## src/rtl/uart_irq_pkg.sv

```systemverilog
package uart_irq_pkg;

    localparam int NUM_CAUSE = 5;
    localparam int EN_BITS   = 4;

    typedef enum logic [2:0] {
        ID_MODEM  = 3'b000,
        ID_TXE    = 3'b001,
        ID_RXDATA = 3'b010,
        ID_LINE   = 3'b011,
        ID_TMO    = 3'b100
    } irq_id_e;

    // most significant field is the most urgent cause
    typedef struct packed {
        logic line;
        logic rxdata;
        logic tmo;
        logic txe;
        logic modem;
    } cause_t;

    typedef struct packed {
        logic    any;
        irq_id_e id;
    } report_t;

    function automatic irq_id_e id_at(int rank);
        case (rank)
            0:       return ID_LINE;
            1:       return ID_RXDATA;
            2:       return ID_TMO;
            3:       return ID_TXE;
            default: return ID_MODEM;
        endcase
    endfunction

    function automatic report_t pick_highest(cause_t c);
        logic [NUM_CAUSE-1:0] v;
        report_t r;
        v     = c;
        r.any = 1'b0;
        r.id  = ID_MODEM;
        for (int i = 0; i < NUM_CAUSE; i++) begin
            if (!r.any && v[NUM_CAUSE-1-i]) begin
                r.any = 1'b1;
                r.id  = id_at(i);
            end
        end
        return r;
    endfunction

endpackage

```

## src/rtl/irq_enable_reg.sv

```systemverilog
module irq_enable_reg
    import uart_irq_pkg::*;
(
    input  logic               clk,
    input  logic               rst,
    input  logic               wr,
    input  logic [EN_BITS-1:0] wdata,
    output logic [EN_BITS-1:0] en_q
);
    always_ff @(posedge clk) begin
        if (rst)     en_q <= '0;
        else if (wr) en_q <= wdata;
    end
endmodule

```

## src/rtl/irq_char_timer.sv

```systemverilog
module irq_char_timer #(
    parameter int CHAR_TIMES = 4,
    parameter int OVERSAMPLE = 16,
    parameter int FRAME_W    = 4
) (
    input  logic               clk,
    input  logic               rst,
    input  logic               fifo_mode,
    input  logic               rx_nonempty,
    input  logic               rx_push,
    input  logic               rx_read,
    input  logic               tick,
    input  logic [FRAME_W-1:0] frame_bits,
    output logic               fire
);
    localparam int CNT_W = $clog2(CHAR_TIMES * OVERSAMPLE * (2 ** FRAME_W));

    logic [CNT_W-1:0] cnt_q;
    logic [CNT_W-1:0] limit;
    logic             restart;

    assign limit   = CNT_W'(CHAR_TIMES * OVERSAMPLE)
                   * {{(CNT_W - FRAME_W){1'b0}}, frame_bits};
    assign restart = !fifo_mode || !rx_nonempty || rx_read || rx_push;
    assign fire    = !restart && tick && (cnt_q < limit)
                   && (cnt_q == limit - CNT_W'(1));

    always_ff @(posedge clk) begin
        if (rst || restart)              cnt_q <= '0;
        else if (tick && cnt_q < limit)  cnt_q <= cnt_q + CNT_W'(1);
    end
endmodule

```

## src/rtl/irq_cause_latches.sv

```systemverilog
module irq_cause_latches
    import uart_irq_pkg::*;
(
    input  logic   clk,
    input  logic   rst,
    input  cause_t set_v,
    input  cause_t clr_v,
    output cause_t pend_q
);
    // a new event outweighs a clearing access in the same cycle
    always_ff @(posedge clk) begin
        if (rst) pend_q <= '0;
        else     pend_q <= set_v | (pend_q & ~clr_v);
    end
endmodule

```

## src/rtl/irq_prio_enc.sv

```systemverilog
module irq_prio_enc
    import uart_irq_pkg::*;
(
    input  cause_t  active,
    output report_t rep
);
    always_comb rep = pick_highest(active);
endmodule

```

## src/rtl/uart_irq_arbiter.sv

```systemverilog
module uart_irq_arbiter
    import uart_irq_pkg::*;
#(
    parameter int CHAR_TIMES = 4,
    parameter int OVERSAMPLE = 16,
    parameter int FRAME_W    = 4
) (
    input  logic               clk,
    input  logic               rst,
    input  logic               en_wr,
    input  logic [3:0]         en_wdata,
    output logic [7:0]         en_rdata,
    input  logic               fifo_mode,
    input  logic               irq_pin_en,
    input  logic [FRAME_W-1:0] frame_bits,
    input  logic               tick16,
    input  logic               rx_nonempty,
    input  logic               rx_push,
    input  logic               ev_line_err,
    input  logic               ev_rx_data,
    input  logic               ev_tx_empty,
    input  logic               ev_modem_chg,
    input  logic               rd_line_stat,
    input  logic               rd_rx_data,
    input  logic               rd_id,
    input  logic               wr_tx_data,
    input  logic               rd_modem_stat,
    output logic [7:0]         id_rdata,
    output logic               irq_out
);
    logic [EN_BITS-1:0] en_q;
    logic               tmo_fire;
    cause_t             set_v, clr_v, pend, active;
    report_t            rep;

    irq_enable_reg u_en (
        .clk   (clk),
        .rst   (rst),
        .wr    (en_wr),
        .wdata (en_wdata),
        .en_q  (en_q)
    );

    irq_char_timer #(
        .CHAR_TIMES (CHAR_TIMES),
        .OVERSAMPLE (OVERSAMPLE),
        .FRAME_W    (FRAME_W)
    ) u_tmr (
        .clk         (clk),
        .rst         (rst),
        .fifo_mode   (fifo_mode),
        .rx_nonempty (rx_nonempty),
        .rx_push     (rx_push),
        .rx_read     (rd_rx_data),
        .tick        (tick16),
        .frame_bits  (frame_bits),
        .fire        (tmo_fire)
    );

    always_comb begin
        set_v.line   = ev_line_err;
        set_v.rxdata = ev_rx_data;
        set_v.tmo    = tmo_fire;
        set_v.txe    = ev_tx_empty;
        set_v.modem  = ev_modem_chg;

        clr_v.line   = rd_line_stat;
        clr_v.rxdata = rd_rx_data;
        clr_v.tmo    = rd_rx_data;
        clr_v.txe    = wr_tx_data || (rd_id && rep.any && rep.id == ID_TXE);
        clr_v.modem  = rd_modem_stat;
    end

    irq_cause_latches u_lat (
        .clk    (clk),
        .rst    (rst),
        .set_v  (set_v),
        .clr_v  (clr_v),
        .pend_q (pend)
    );

    always_comb begin
        active.line   = pend.line   & en_q[2];
        active.rxdata = pend.rxdata & en_q[0];
        active.tmo    = pend.tmo    & en_q[0];
        active.txe    = pend.txe    & en_q[1];
        active.modem  = pend.modem  & en_q[3];
    end

    irq_prio_enc u_enc (
        .active (active),
        .rep    (rep)
    );

    assign en_rdata = {4'b0000, en_q};
    assign id_rdata = {{2{fifo_mode}}, 2'b00, rep.id, ~rep.any};
    assign irq_out  = rep.any & irq_pin_en;

endmodule

```

## config.mk

```make
export PLATFORM = sky130hd
export DESIGN_NAME = uart_irq_arbiter
export DESIGN_NICKNAME = d
export VERILOG_FILES = /design/src/rtl/uart_irq_pkg.sv /design/src/rtl/irq_enable_reg.sv /design/src/rtl/irq_char_timer.sv /design/src/rtl/irq_cause_latches.sv /design/src/rtl/irq_prio_enc.sv /design/src/rtl/uart_irq_arbiter.sv
export SDC_FILE = /design/constraint.sdc
export NUM_CORES = 1
export LEC_CHECK = 0
export ABC_AREA = 1
export BUFFER_PORTS_ARGS = -buffer_cell sky130_fd_sc_hd__buf_2
export CAP_MARGIN = 10
export CORE_MARGIN = 2
export CORE_UTILIZATION = 42
export CTS_BUF_LIST = sky130_fd_sc_hd__clkbuf_4 sky130_fd_sc_hd__clkbuf_8
export DETAILED_ROUTE_END_ITERATION = 12
export MAX_ROUTING_LAYER = met4
export PLACE_DENSITY = 0.7
export SETUP_SLACK_MARGIN = 0.1
export SLEW_MARGIN = 20
export SYNTH_ARGS = -nofsm -noshare
export SYNTH_HDL_FRONTEND = slang
export SYNTH_SLANG_ARGS = --single-unit
```

## constraint.sdc

```tcl
create_clock -name clk -period 3.1 [get_ports clk]
set_input_delay 0 -clock clk [delete_from_list [all_inputs] [get_ports clk]]
set_output_delay 0 -clock clk [all_outputs]
set_load 0.005 [all_outputs]
```

Word level (Yosys, flattened, before mapping)
Cells that the tools add are included.
{"block": "classes", "add_sub_neg": 2, "order_cmp": 1, "eq_ne": 2, "muxes": 5, "n_bitwise": 10, "reduce_logical": 22}
{"op": "4-bit 2-to-1 mux", "count": 5}
{"op": "10-bit by 1-bit adder with 10-bit output, second input constant", "count": 1}
{"op": "10-bit equality test", "count": 1}
{"op": "1-bit logical AND", "count": 10}
{"op": "10-bit less-than comparator", "count": 1}
{"op": "10-bit by 1-bit subtractor with 10-bit output, second input constant", "count": 1}
{"op": "1-bit zero test", "count": 7}
{"op": "1-bit bitwise AND", "count": 6}
{"op": "5-bit bitwise AND", "count": 1}
{"op": "1-bit logical OR", "count": 5}
{"op": "5-bit NOT", "count": 1}
{"op": "5-bit OR", "count": 1}
{"op": "3-bit by 1-bit equality test with 1-bit output, second input constant", "count": 1}
{"op": "1-bit NOT", "count": 1}
{"block": "word_totals", "register_bits": 19, "out_inout_bits": 17, "elab_cells": 49}

Logic depth before layout (Yosys ltp)
Gate-level depths: netlist of run 1.
{"block": "depth", "ltp_word": 20, "ltp_mapped": 11, "ltp_nobuf": 11}

By module
A second synthesis of run 1 with hierarchy kept.
{"block": "hier_totals", "cells_unflattened": 203, "hier_area_um2": 1326.3}
{"module": "irq_char_timer", "n_inst": 1, "cells_per_inst": 112, "area_each_um2": 774.5, "seq_area_each_um2": 200.2}
{"module": "irq_cause_latches", "n_inst": 1, "cells_per_inst": 25, "area_each_um2": 181.4, "seq_area_each_um2": 100.1}
{"module": "irq_enable_reg", "n_inst": 1, "cells_per_inst": 26, "area_each_um2": 172.7, "seq_area_each_um2": 80.1}
{"module": "uart_irq_arbiter", "n_inst": 1, "cells_per_inst": 30, "area_each_um2": 151.4, "seq_area_each_um2": 0.0}
{"module": "irq_prio_enc", "n_inst": 1, "cells_per_inst": 10, "area_each_um2": 46.3, "seq_area_each_um2": 0.0}

Worst setup path after synthesis of run 1
OpenSTA, ideal clock, no wires.
{"block": "synth_timing", "kind": "reg-to-reg", "from": "register u_tmr.cnt_q[9]", "to": "register u_tmr.cnt_q[6]", "arrival_ns": 1.250, "t_required_ns": 2.976, "slack_ns": 1.727, "path_stages_with_launch": 7, "path_buffers": 1, "path_cell_list": "dfxtp_1 ha_1 a21oi_2 nand3_2 buf_6 o21ai_0 a21oi_1"}
{"block": "synth_via", "elab_chain_len": 2}
{"item": "start: declaration", "line_no": "irq_char_timer.sv:18", "source": "logic [CNT_W-1:0] cnt_q;"}
{"item": "start signal: assignment", "line_no": "irq_char_timer.sv:30", "source": "else if (tick && cnt_q < limit) cnt_q <= cnt_q + CNT_W'(1);"}
{"item": "10-bit less-than comparator", "line_no": "irq_char_timer.sv:30"}
{"item": "1-bit logical AND", "line_no": "irq_char_timer.sv:30"}
No other way between the ends.
A chain may end at the register's enable or synchronous reset.

Worst setup path after layout of run 1
{"block": "layout_timing", "from": "register u_tmr.cnt_q[0]", "to": "register u_lat.pend_q[2] (netlist name)"}
{"block": "layout_via", "elab_chain_len": 4}
{"item": "10-bit less-than comparator", "line_no": "irq_char_timer.sv:25", "source": "assign fire = !restart && tick && (cnt_q < limit)"}
{"item": "1-bit logical AND", "line_no": "irq_char_timer.sv:25"}
{"item": "1-bit logical AND *", "line_no": "irq_char_timer.sv:26", "source": "&& (cnt_q == limit - CNT_W'(1));"}
{"item": "5-bit OR *", "line_no": "irq_cause_latches.sv:13", "source": "else pend_q <= set_v | (pend_q & ~clr_v);"}
{"item": "end signal: assignment", "line_no": "irq_cause_latches.sv:13"}
{"item": "end: declaration", "line_no": "irq_cause_latches.sv:8", "source": "output cause_t pend_q"}
Every way passes the cells marked *; elsewhere a longest branch is shown, timed or not.

==> metrics, run 1 <==
RSZ-0062 raised after global routing=false; clock tree root driver cell=clkbuf_4; CP Launch Type=flop; Tcrit/Tclk final=61.8%; GR Overflow Total=0; gpl congestion=0.773; post-placement cell count=256; hold-fix buffers at CTS=16; Setup TNS=0 ns; GR Layer Usage met3=2.90%; Critical Path AT=2.16 ns; CTS tree=yes; die height=58.3 microns; total of max-cap violations=0; P_sw=128 uW; H-tree levels=1; Die X=58.3 microns; postcts setup bufs=0; Yosys warnings=0; sw frac=27.2%; met2 Track Usage GR=32.4%; number of global-route vias before repair=1164; clk buf depth=2; pin count of the biggest net entering global routing=14; gr busiest metal=met2; critical path class=flop to flop; DRT iter0 DRCs=70; Vias/cell=4.71; routed wire length=2930 microns; Power Dens Cells=297 mW/mm^2; clock latency on the worst-skew pair=0.29 ns; Post-Syn Area=0.00124 sq mm; # diodes=0; Data required, critical path=3.34 ns; crit end category=flop; Clk network pwr share=27.0%; Hold WC Path Type=primary input to flop; Core Region=0.00278 sq mm; clock skew=0.00388 ns; CTS resizes=0; DRC viols=0; area grow syn2layout=28.2%; power share of the sequential group=54.3%; global-route wire length before repair=4980 microns; Setup violations, final=0; via count=1299; Total GRT Usage=19.6%; # fillers=272; number of placement rows=19; cts bufs inserted=3; CTS clk-pin slew, worst paths=0.11 ns; Fmax achieved=522 MHz; Die Area=0.00340 sq mm; synthesized instance count=194; Logic pwr share=18.7%; Buffers on Ports=35; synth unique cells=24; drt first pass iters=4; Avg Inst Size Synth=6.38 sq um; flop and latch count out of synthesis=19; Internal Pwr Total=343 uW; P_leak=0.000844 uW; initial antenna violation count=0; IO Pins=42; # nets final=277; hold violation count in the final report=0; layout cells sized above 1=19.6%; VDD IR max=0.000211 V; Seq/Total Area, Yosys=30.7%; Crit Path Max Fanout=6; outcome=completed; wire per inst=10.6 microns; Tmin final=1.92 ns; CTS sink count=19; non-filler cells, final=276; Slew Viols, Final=0; GR Util met1=23.3%; DP HPWL=2010 microns; Starting Density=44.5%; antenna-violating nets left=0
==> logic make-up (layout without fill, tap and decap cells) <==
group           Yosys count  count (layout)  share of synthesized area [%]
simple gates            102             102                           35.4
buf+inv                  40              86                           15.2
compound gates           23              23                           10.2
flops                    19              19                           30.7
fa+ha+maj                 6               6                           6.07
xor+xnor                  3               3                           2.12
other cells               1               6                          0.303
==> area by class of cell <==
class                      count  area [sq um]  area share [%]
clock inverter                 1          5.00           0.315
multi-input combinational    140           688            43.4
tap                           31          38.8            2.44
clock buffer                   3          22.5            1.42
sequential                    19           380            24.0
timing repair buffer          51           335            21.1
inverter                      31           116            7.33
==> per-layer routing <==
metal | up-vias | wire, microns
li1 | 698 | -
met1 | 564 | 1270
met2 | 33 | 1480
met3 | 4 | 129
met4 | 0 | 41
met5 | - | 0
==> cell usage in the layout (no fill, tap or decap) <==
master and instances:
o21bai_1 1, inv_1 30, nor2_1 25, a21oi_2 2
conb_1 6, ha_1 6, dfxtp_1 19, nor3_1 1
clkbuf_4 3, or2_1 1, a21oi_1 12, nand4_1 4
nand2_2 2, o21ai_0 7, inv_2 1, nor3_2 1
xor2_1 3, buf_2 35, nand3_2 1, nand2_1 55
nor2_2 1, nand3_1 10, clkinv_2 1, dlygate4sd3_1 16
a31oi_1 1, nand4_2 1
==> worst max-delay path, stage by stage, from the launching register on <==
cell	delay, ns
dfxtp_1	0.43
ha_1	0.22
nand2_1	0.09
inv_1	0.09
nand2_2	0.07
nor3_2	0.18
nand3_1	0.11
a21oi_2	0.12
dlygate4sd3_1	0.55
==> state kept, by name, indices dropped and copies added (netlist names) <==
register / count
u_en.en_q: 4
u_lat.pend_q: 5
u_tmr.cnt_q: 10
==> power by group through the flow <==
stage / registers [uW] / logic (uW) / clock network, uW
2_1_floorplan: 261 / 45.7 / 0
3_3_place_gp: 261 / 69.4 / 0
3_5_place_dp: 261 / 70.1 / 0
4_1_cts: 256 / 86.2 / 131
5_1_grt: 257 / 100 / 140
6_report: 256 / 88.1 / 127
==> per-stage QoR <==
| stage | hold WS, ns | instance area (sq um) | setup WS (ns) | power [uW] | util, % |
|---|---|---|---|---|---|
| floorplan | 0.0624 | 1260 | 1.73 | 307 | - |
| finish | 0.0138 | 1590 | 1.18 | 471 | 57.0 |
| CTS | 0.00175 | 1590 | 1.19 | 473 | 57.0 |
| global placement | 0.209 | 1400 | 1.55 | 331 | 50.3 |
| detailed placement | 0.216 | 1400 | 1.47 | 332 | 50.3 |
| global route | 0.0262 | 1590 | 0.990 | 497 | 57.0 |
==> final timing paths <==
check                                      to  slack [ns]                         from  depth (start not counted)
hold / removal      u_en.en_q[1]$_SDFFE_PP0P_        0.01                        en_wr                          3
setup / recovery   u_lat.pend_q[2]$_SDFF_PP0_        1.18  u_tmr.cnt_q[0]$_SDFFE_PP0P_                          8
setup reg to reg   u_lat.pend_q[2]$_SDFF_PP0_        1.18  u_tmr.cnt_q[0]$_SDFFE_PP0P_                          8
hold reg to reg   u_tmr.cnt_q[1]$_SDFFE_PP0P_        0.52  u_tmr.cnt_q[1]$_SDFFE_PP0P_                          2
==> cells in the mapped netlist, drive strengths merged <==
cell / n / share of area, %
nor3: 2 / 1.2
buf: 9 / 5.8
inv: 31 / 9.4
o21bai: 1 / 0.61
o21ai: 7 / 2.8
ha: 6 / 6.1
a31oi: 1 / 0.51
a21oi: 14 / 6.3
nand2: 57 / 18
conb: 1 / 0.30
nand4: 5 / 3.0
or2: 1 / 0.51
nor2: 26 / 8.1
xor2: 3 / 2.1
dfxtp: 19 / 31
nand3: 11 / 4.9
(Power assumes the default switching activity.)
==> inputs of run 2 (changes only) <==
ABC_AREA = 0   (was 1)
PLACE_DENSITY = 0.71   (was 0.7)
clock period = 1.9 ns   (was 3.1 ns; I/O delays follow)
==> metrics, run 2 <==
via count=1008 (was 1299); DP HPWL=1730 microns (was 2010 microns); Setup TNS=0 ns (unchanged); Vias/cell=4.73 (was 4.71); hold violation count in the final report=0 (unchanged); CTS clk-pin slew, worst paths=0.10 ns (was 0.11 ns); clock latency on the worst-skew pair=0.29 ns (about the same); Setup violations, final=0 (unchanged); main combinational cell family by area after synthesis=simple AND/OR/NAND/NOR gates (unchanged); Fmax achieved=580 MHz; CTS sink count=19 (unchanged); VDD IR max=0.000517 V (was 0.000211 V); Synth top area share=33.7% (was 30.7%); die height=55.8 microns (was 58.3 microns); postcts setup bufs=0 (unchanged); Logic pwr share=18.5% (was 18.7%); CTS tree=yes (unchanged); Internal Pwr Total=568 uW (was 343 uW); PnR Total Power=756 uW (was 471 uW); IO Pins=42 (unchanged); Slew Limit Headroom=64.0%; Buf/Inv on CP=4 (was 2); DRT iter0 DRCs=30 (was 70); CP delay by family, top=buffers and inverters (unchanged); power share of the sequential group=55.2% (was 54.3%); Post-synth EDFFs=0 (unchanged); Slew Viols, Final=0 (unchanged); number of placement rows=18 (was 19); global-route wire length before repair=3930 microns (was 4980 microns); Top reg by flops=u_tmr.cnt_q (unchanged); Die Area=0.00312 sq mm (was 0.00340 sq mm); RSZ-0062 raised after global routing=false (unchanged); Buffers on Ports=35 (unchanged); synth cell count leaders=dfxtp_1 (19), nor2_1 (19), xnor2_1 (13) (was nand2_1 (55), inv_1 (30), nor2_1 (25)); P_leak=0.000666 uW (was 0.000844 uW); commonest non-fill, non-tap cell in the layout=buf_2 (was nand2_1); # nets final=215 (was 277); clk buf depth=2 (unchanged); biggest registers after layout=u_tmr.cnt_q: 10 flops, u_lat.pend_q: 5 flops, u_en.en_q: 4 flops (unchanged); worst slew pin tran=0.540 ns; design area=0.00152 sq mm (was 0.00159 sq mm); area grow syn2layout=34.6% (was 28.2%); drt first pass iters=4 (unchanged); Core Region=0.00252 sq mm (was 0.00278 sq mm); clock skew=0.00135 ns (was 0.00388 ns); Data required, critical path=2.09 ns (was 3.34 ns); Total GRT Usage=15.7% (was 19.6%); Tmin final=1.72 ns; Synth Flop Type=dfxtp_1 (unchanged); Power Dens Cells=498 mW/mm^2 (was 297 mW/mm^2); Critical Path AT=1.92 ns (was 2.16 ns); number of flip-flops in the largest register=10 (unchanged); Yosys warnings=0 (unchanged); Die X=55.8 microns (was 58.3 microns); most used cell, CP=dlygate4sd3_1; outcome=completed (unchanged); CTS resizes=0 (unchanged); Avg Inst Size Synth=8.68 sq um (was 6.38 sq um); highest-delay cell along the critical path=dlygate4sd3_1 (unchanged); layout cells sized above 1=27.9% (was 19.6%); Clk network pwr share=26.3% (was 27.0%); Hold WC Path Type=primary input to flop (unchanged); pin count of the biggest net entering global routing=12 (was 14); CP Launch Type=primary input (was flop); Post-Syn Area=0.00113 sq mm (was 0.00124 sq mm); adder-cell share of the synthesized area=6.65% (was 6.07%); Starting Density=44.7% (was 44.5%); GR Overflow Total=0 (unchanged); synthesized instance count=130 (was 194); Seq/Total Area, Yosys=33.7% (was 30.7%); initial antenna violation count=0 (unchanged); critical path class=primary input to flop (was flop to flop); simple-gate share of the synthesized area=28.0% (was 35.4%); routed wire length=2370 microns (was 2930 microns); crit end category=flop (unchanged); number of global-route vias before repair=976 (was 1164); top cells by area, synth=dfxtp_1 (34%), xnor2_1 (10%), ha_1 (6.7%) (was dfxtp_1 (31%), nand2_1 (17%), inv_1 (9.1%)); gpl congestion=0.790 (was 0.773); Compound-Gate Fraction of Synth Area=7.10% (was 10.2%); highest-count cells in the layout ignoring fill and taps=buf_2 (35), dlygate4sd3_1 (20), nor2_1 (19), dfxtp_1 (19), xnor2_1 (13) (was nand2_1 (55), buf_2 (35), inv_1 (30), nor2_1 (25), dfxtp_1 (19)); Synth area leader=dfxtp_1 (unchanged); DRC viols=0 (unchanged); cts bufs inserted=3 (unchanged); clock tree root driver cell=clkbuf_4 (unchanged); sw frac=24.9% (was 27.2%); non-filler cells, final=213 (was 276); antenna-violating nets left=0 (unchanged); # diodes=0 (unchanged); mux cell area share after synthesis=3.55% (was 0%); hold-fix buffers at CTS=20 (was 16); Tcrit/Tclk final=90.8%; Synth Area in XOR/XNOR=10.9% (was 2.12%); Crit Path Max Fanout=1 (was 6); CP Cell Sequence=dlygate4sd3_1 -> buf_2 -> a21oi_1 -> dlygate4sd3_1 -> nor2_1 -> dlygate4sd3_1 (was ha_1 -> nand2_1 -> inv_1 -> nand2_2 -> nor3_2 -> nand3_1 -> a21oi_2 -> dlygate4sd3_1); synth unique cells=32 (was 24); H-tree levels=1 (unchanged); delay of the slowest critical-path stage=0.58 ns (was 0.55 ns); wire per inst=11.1 microns (was 10.6 microns); placed inst area=0.00129 sq mm (was 0.00140 sq mm); hold slack=0.145 ns (was 0.0138 ns); ys async rst share=0% (unchanged); flop and latch count out of synthesis=19 (unchanged); P_sw=188 uW (was 128 uW); post-placement cell count=189 (was 256); total of max-cap violations=0 (unchanged)
run 2: metal layers:
metal / GRT usage, % / share of wire [%] / vias up
li1: - / - / 527
met2: 30.1 / 54 / 42
met5: - / 0 / -
met4: 3.40 / 0 / 0
met1: 15.6 / 39 / 439
met3: 4.65 / 7.7 / 0
run 2: layout make-up:
class	count	area (sq um)
multi-input cells	95	657
fillers	207	1000
inverters	9	33.8
clock buffers	3	22.5
well taps	30	37.5
repair buffers	56	383
clock inverters	1	5.00
flip-flops and latches	19	380
run 2: power groups by stage:
stage	registers (uW)	clock network, uW	logic (uW)
finish	417	199	140
global route	418	229	155
CTS	417	210	139
detailed placement	426	0	104
global placement	426	0	102
floorplan	425	0	72.3
run 2: kinds of logic after synthesis:
group	count (synthesis)
DFF	19
buffers and inverters	21
xor gates and xnor gates	14
muxes	4
other	1
and+or+nand+nor	53
adders and majority gates	6
AOI/OAI and AO/OA	12
run 2: tightest hold or removal path, stage by stage:
cell and delay [ns]:
buf_2 0.09, nor3_1 0.05, xnor2_1 0.12, nand3_1 0.08
a21oi_1 0.06
run 2: stage by stage:
stage / worst slack (ns) / util, %
2_1_floorplan: 0.418 / -
6_report: 0.176 / 60.2
5_1_grt: 0.120 / 60.2
4_1_cts: 0.208 / 60.2
3_3_place_gp: 0.292 / 51.2
3_5_place_dp: 0.224 / 51.2
run 2: final timing paths:
check                                                 from                         end  slack [ns]  depth (start not counted)
worst max-delay path                           ev_line_err  u_lat.pend_q[4]$_SDFF_PP0_        0.18                          6
worst min-delay path                         frame_bits[1]  u_lat.pend_q[2]$_SDFF_PP0_        0.14                          5
worst max register to register  u_lat.pend_q[4]$_SDFF_PP0_  u_lat.pend_q[4]$_SDFF_PP0_        0.19                          4
worst min register to register  u_lat.pend_q[2]$_SDFF_PP0_  u_lat.pend_q[2]$_SDFF_PP0_        0.48                          2
==> inputs of run 3 (changes only) <==
CORE_UTILIZATION = 45   (was 42)
PLACE_DENSITY = 0.75   (was 0.71)
RECOVER_POWER = 50   (was unset)
==> metrics, run 3 (synthesis gave the netlist of run 2 again) <==
Critical Path AT=1.90 ns (was 1.92 ns); Die X=54.1 microns (was 55.8 microns); layout cells sized above 1=23.8% (was 27.9%); Clk network pwr share=26.8% (was 26.3%); placed inst area=0.00128 sq mm (was 0.00129 sq mm); CTS clk-pin slew, worst paths=0.11 ns (was 0.10 ns); Setup violations, final=0 (unchanged); wire per inst=11.1 microns (about the same); area grow syn2layout=32.3% (was 34.6%); post-placement cell count=188 (was 189); Setup TNS=0 ns (unchanged); P_sw=194 uW (was 188 uW); hold-fix buffers at CTS=19 (was 20); IO Pins=42 (unchanged); commonest non-fill, non-tap cell in the layout=buf_2 (unchanged); number of flip-flops in the largest register=10 (unchanged); CTS resizes=0 (unchanged); Power Dens Cells=508 mW/mm^2 (was 498 mW/mm^2); Crit Path Max Fanout=1 (unchanged); Vias/cell=4.79 (was 4.73); DRC viols=0 (unchanged); DRT iter0 DRCs=9 (was 30); clk buf depth=2 (unchanged); Hold WC Path Type=primary input to flop (unchanged); design area=0.00149 sq mm (was 0.00152 sq mm); CTS sink count=19 (unchanged); Core Region=0.00243 sq mm (was 0.00252 sq mm); H-tree levels=1 (unchanged); global-route wire length before repair=3730 microns (was 3930 microns); drt first pass iters=3 (was 4); # nets final=213 (was 215); number of global-route vias before repair=961 (was 976); critical path class=primary input to flop (unchanged); number of placement rows=18 (unchanged); postcts setup bufs=0 (unchanged); power share of the sequential group=55.0% (was 55.2%); CP Launch Type=primary input (unchanged); Logic pwr share=18.1% (was 18.5%); clock latency on the worst-skew pair=0.30 ns (was 0.29 ns); non-filler cells, final=211 (was 213); Internal Pwr Total=564 uW (was 568 uW); VDD IR max=0.000425 V (was 0.000517 V); clock skew=0.00467 ns (was 0.00135 ns); Data required, critical path=2.09 ns (about the same); Slew Limit Headroom=64.5% (was 64.0%); hold violation count in the final report=0 (unchanged); R2R setup slack=0.22 ns (was 0.19 ns); Buffers on Ports=35 (unchanged); initial antenna violation count=0 (unchanged); crit end category=flop (unchanged); Tcrit/Tclk final=90.1% (was 90.8%); highest-count cells in the layout ignoring fill and taps=buf_2 (28), nor2_1 (19), dlygate4sd3_1 (19), dfxtp_1 (19), xnor2_1 (13) (was buf_2 (35), dlygate4sd3_1 (20), nor2_1 (19), dfxtp_1 (19), xnor2_1 (13)); Die Area=0.00292 sq mm (was 0.00312 sq mm); outcome=completed (unchanged); Total GRT Usage=17.6% (was 15.7%); Tmin final=1.71 ns (was 1.72 ns); GR Overflow Total=0 (unchanged); antenna-violating nets left=0 (unchanged); clock tree root driver cell=clkbuf_4 (unchanged); # diodes=0 (unchanged); Starting Density=46.4% (was 44.7%); routed wire length=2340 microns (was 2370 microns); P_leak=0.000632 uW (was 0.000666 uW); Fmax achieved=584 MHz (was 580 MHz); total of max-cap violations=0 (unchanged); # fillers=202 (was 207); Top reg by flops=u_tmr.cnt_q (unchanged); die height=54.1 microns (was 55.8 microns); cts bufs inserted=3 (unchanged); pin count of the biggest net entering global routing=12 (unchanged); DP HPWL=1670 microns (was 1730 microns); sw frac=25.6% (was 24.9%); RSZ-0062 raised after global routing=false (unchanged); via count=1010 (was 1008); biggest registers after layout=u_tmr.cnt_q: 10 flops, u_lat.pend_q: 5 flops, u_en.en_q: 4 flops (unchanged); CTS tree=yes (unchanged); gpl congestion=0.848 (was 0.790); Slew Viols, Final=0 (unchanged); worst slew pin tran=0.532 ns (was 0.540 ns); PnR Total Power=758 uW (was 756 uW)
[run 3: layout make-up]
class | count | area [sq um] | share of cell area (%)
inverter | 9 | 33.8 | 2.26
tap | 30 | 37.5 | 2.51
multi-input combinational | 95 | 657 | 44.0
timing repair buffer | 54 | 357 | 23.9
clock inverter | 1 | 5.00 | 0.335
clock buffer | 3 | 22.5 | 1.51
sequential | 19 | 380 | 25.5
[run 3: power by group through the flow]
stage | logic, uW | clock network [uW] | registers, uW
final | 138 | 203 | 417
after global routing | 154 | 232 | 419
after CTS | 138 | 210 | 417
after detailed placement | 105 | 0 | 426
after global placement | 102 | 0 | 426
after floorplan | 72.3 | 0 | 425
[run 3: path summary, 6_finish.rpt]
check	from	end	cells past startpoint
worst max-delay path	ev_line_err	u_lat.pend_q[4]$_SDFF_PP0_	6
worst min-delay path	frame_bits[1]	u_lat.pend_q[2]$_SDFF_PP0_	5
worst max register to register	u_lat.pend_q[4]$_SDFF_PP0_	u_lat.pend_q[4]$_SDFF_PP0_	4
worst min register to register	u_lat.pend_q[2]$_SDFF_PP0_	u_lat.pend_q[2]$_SDFF_PP0_	2
[run 3: metrics by stage]
step           worst slack, ns  utilization (%)  hold WS, ns
2_1_floorplan            0.418                -       0.0808
3_3_place_gp             0.298             52.8        0.185
3_5_place_dp             0.250             52.8        0.197
4_1_cts                  0.215             61.7        0.132
5_1_grt                  0.110             61.4        0.162
6_report                 0.188             61.4        0.137
[run 3: critical path, stage by stage]
cell and delay (ns):
dlygate4sd3_1 0.54, buf_2 0.12, a21oi_1 0.09, dlygate4sd3_1 0.56
nor2_1 0.04, dlygate4sd3_1 0.55
[run 3: layer usage]
metal  vias up  share of wire [%]  GRT usage, %
li1        524                  -             -
met1       454                 42          18.4
met2        32                 52          34.3
met3         0                6.1          3.61
met4         0                  0          2.50
met5         -                  0             -
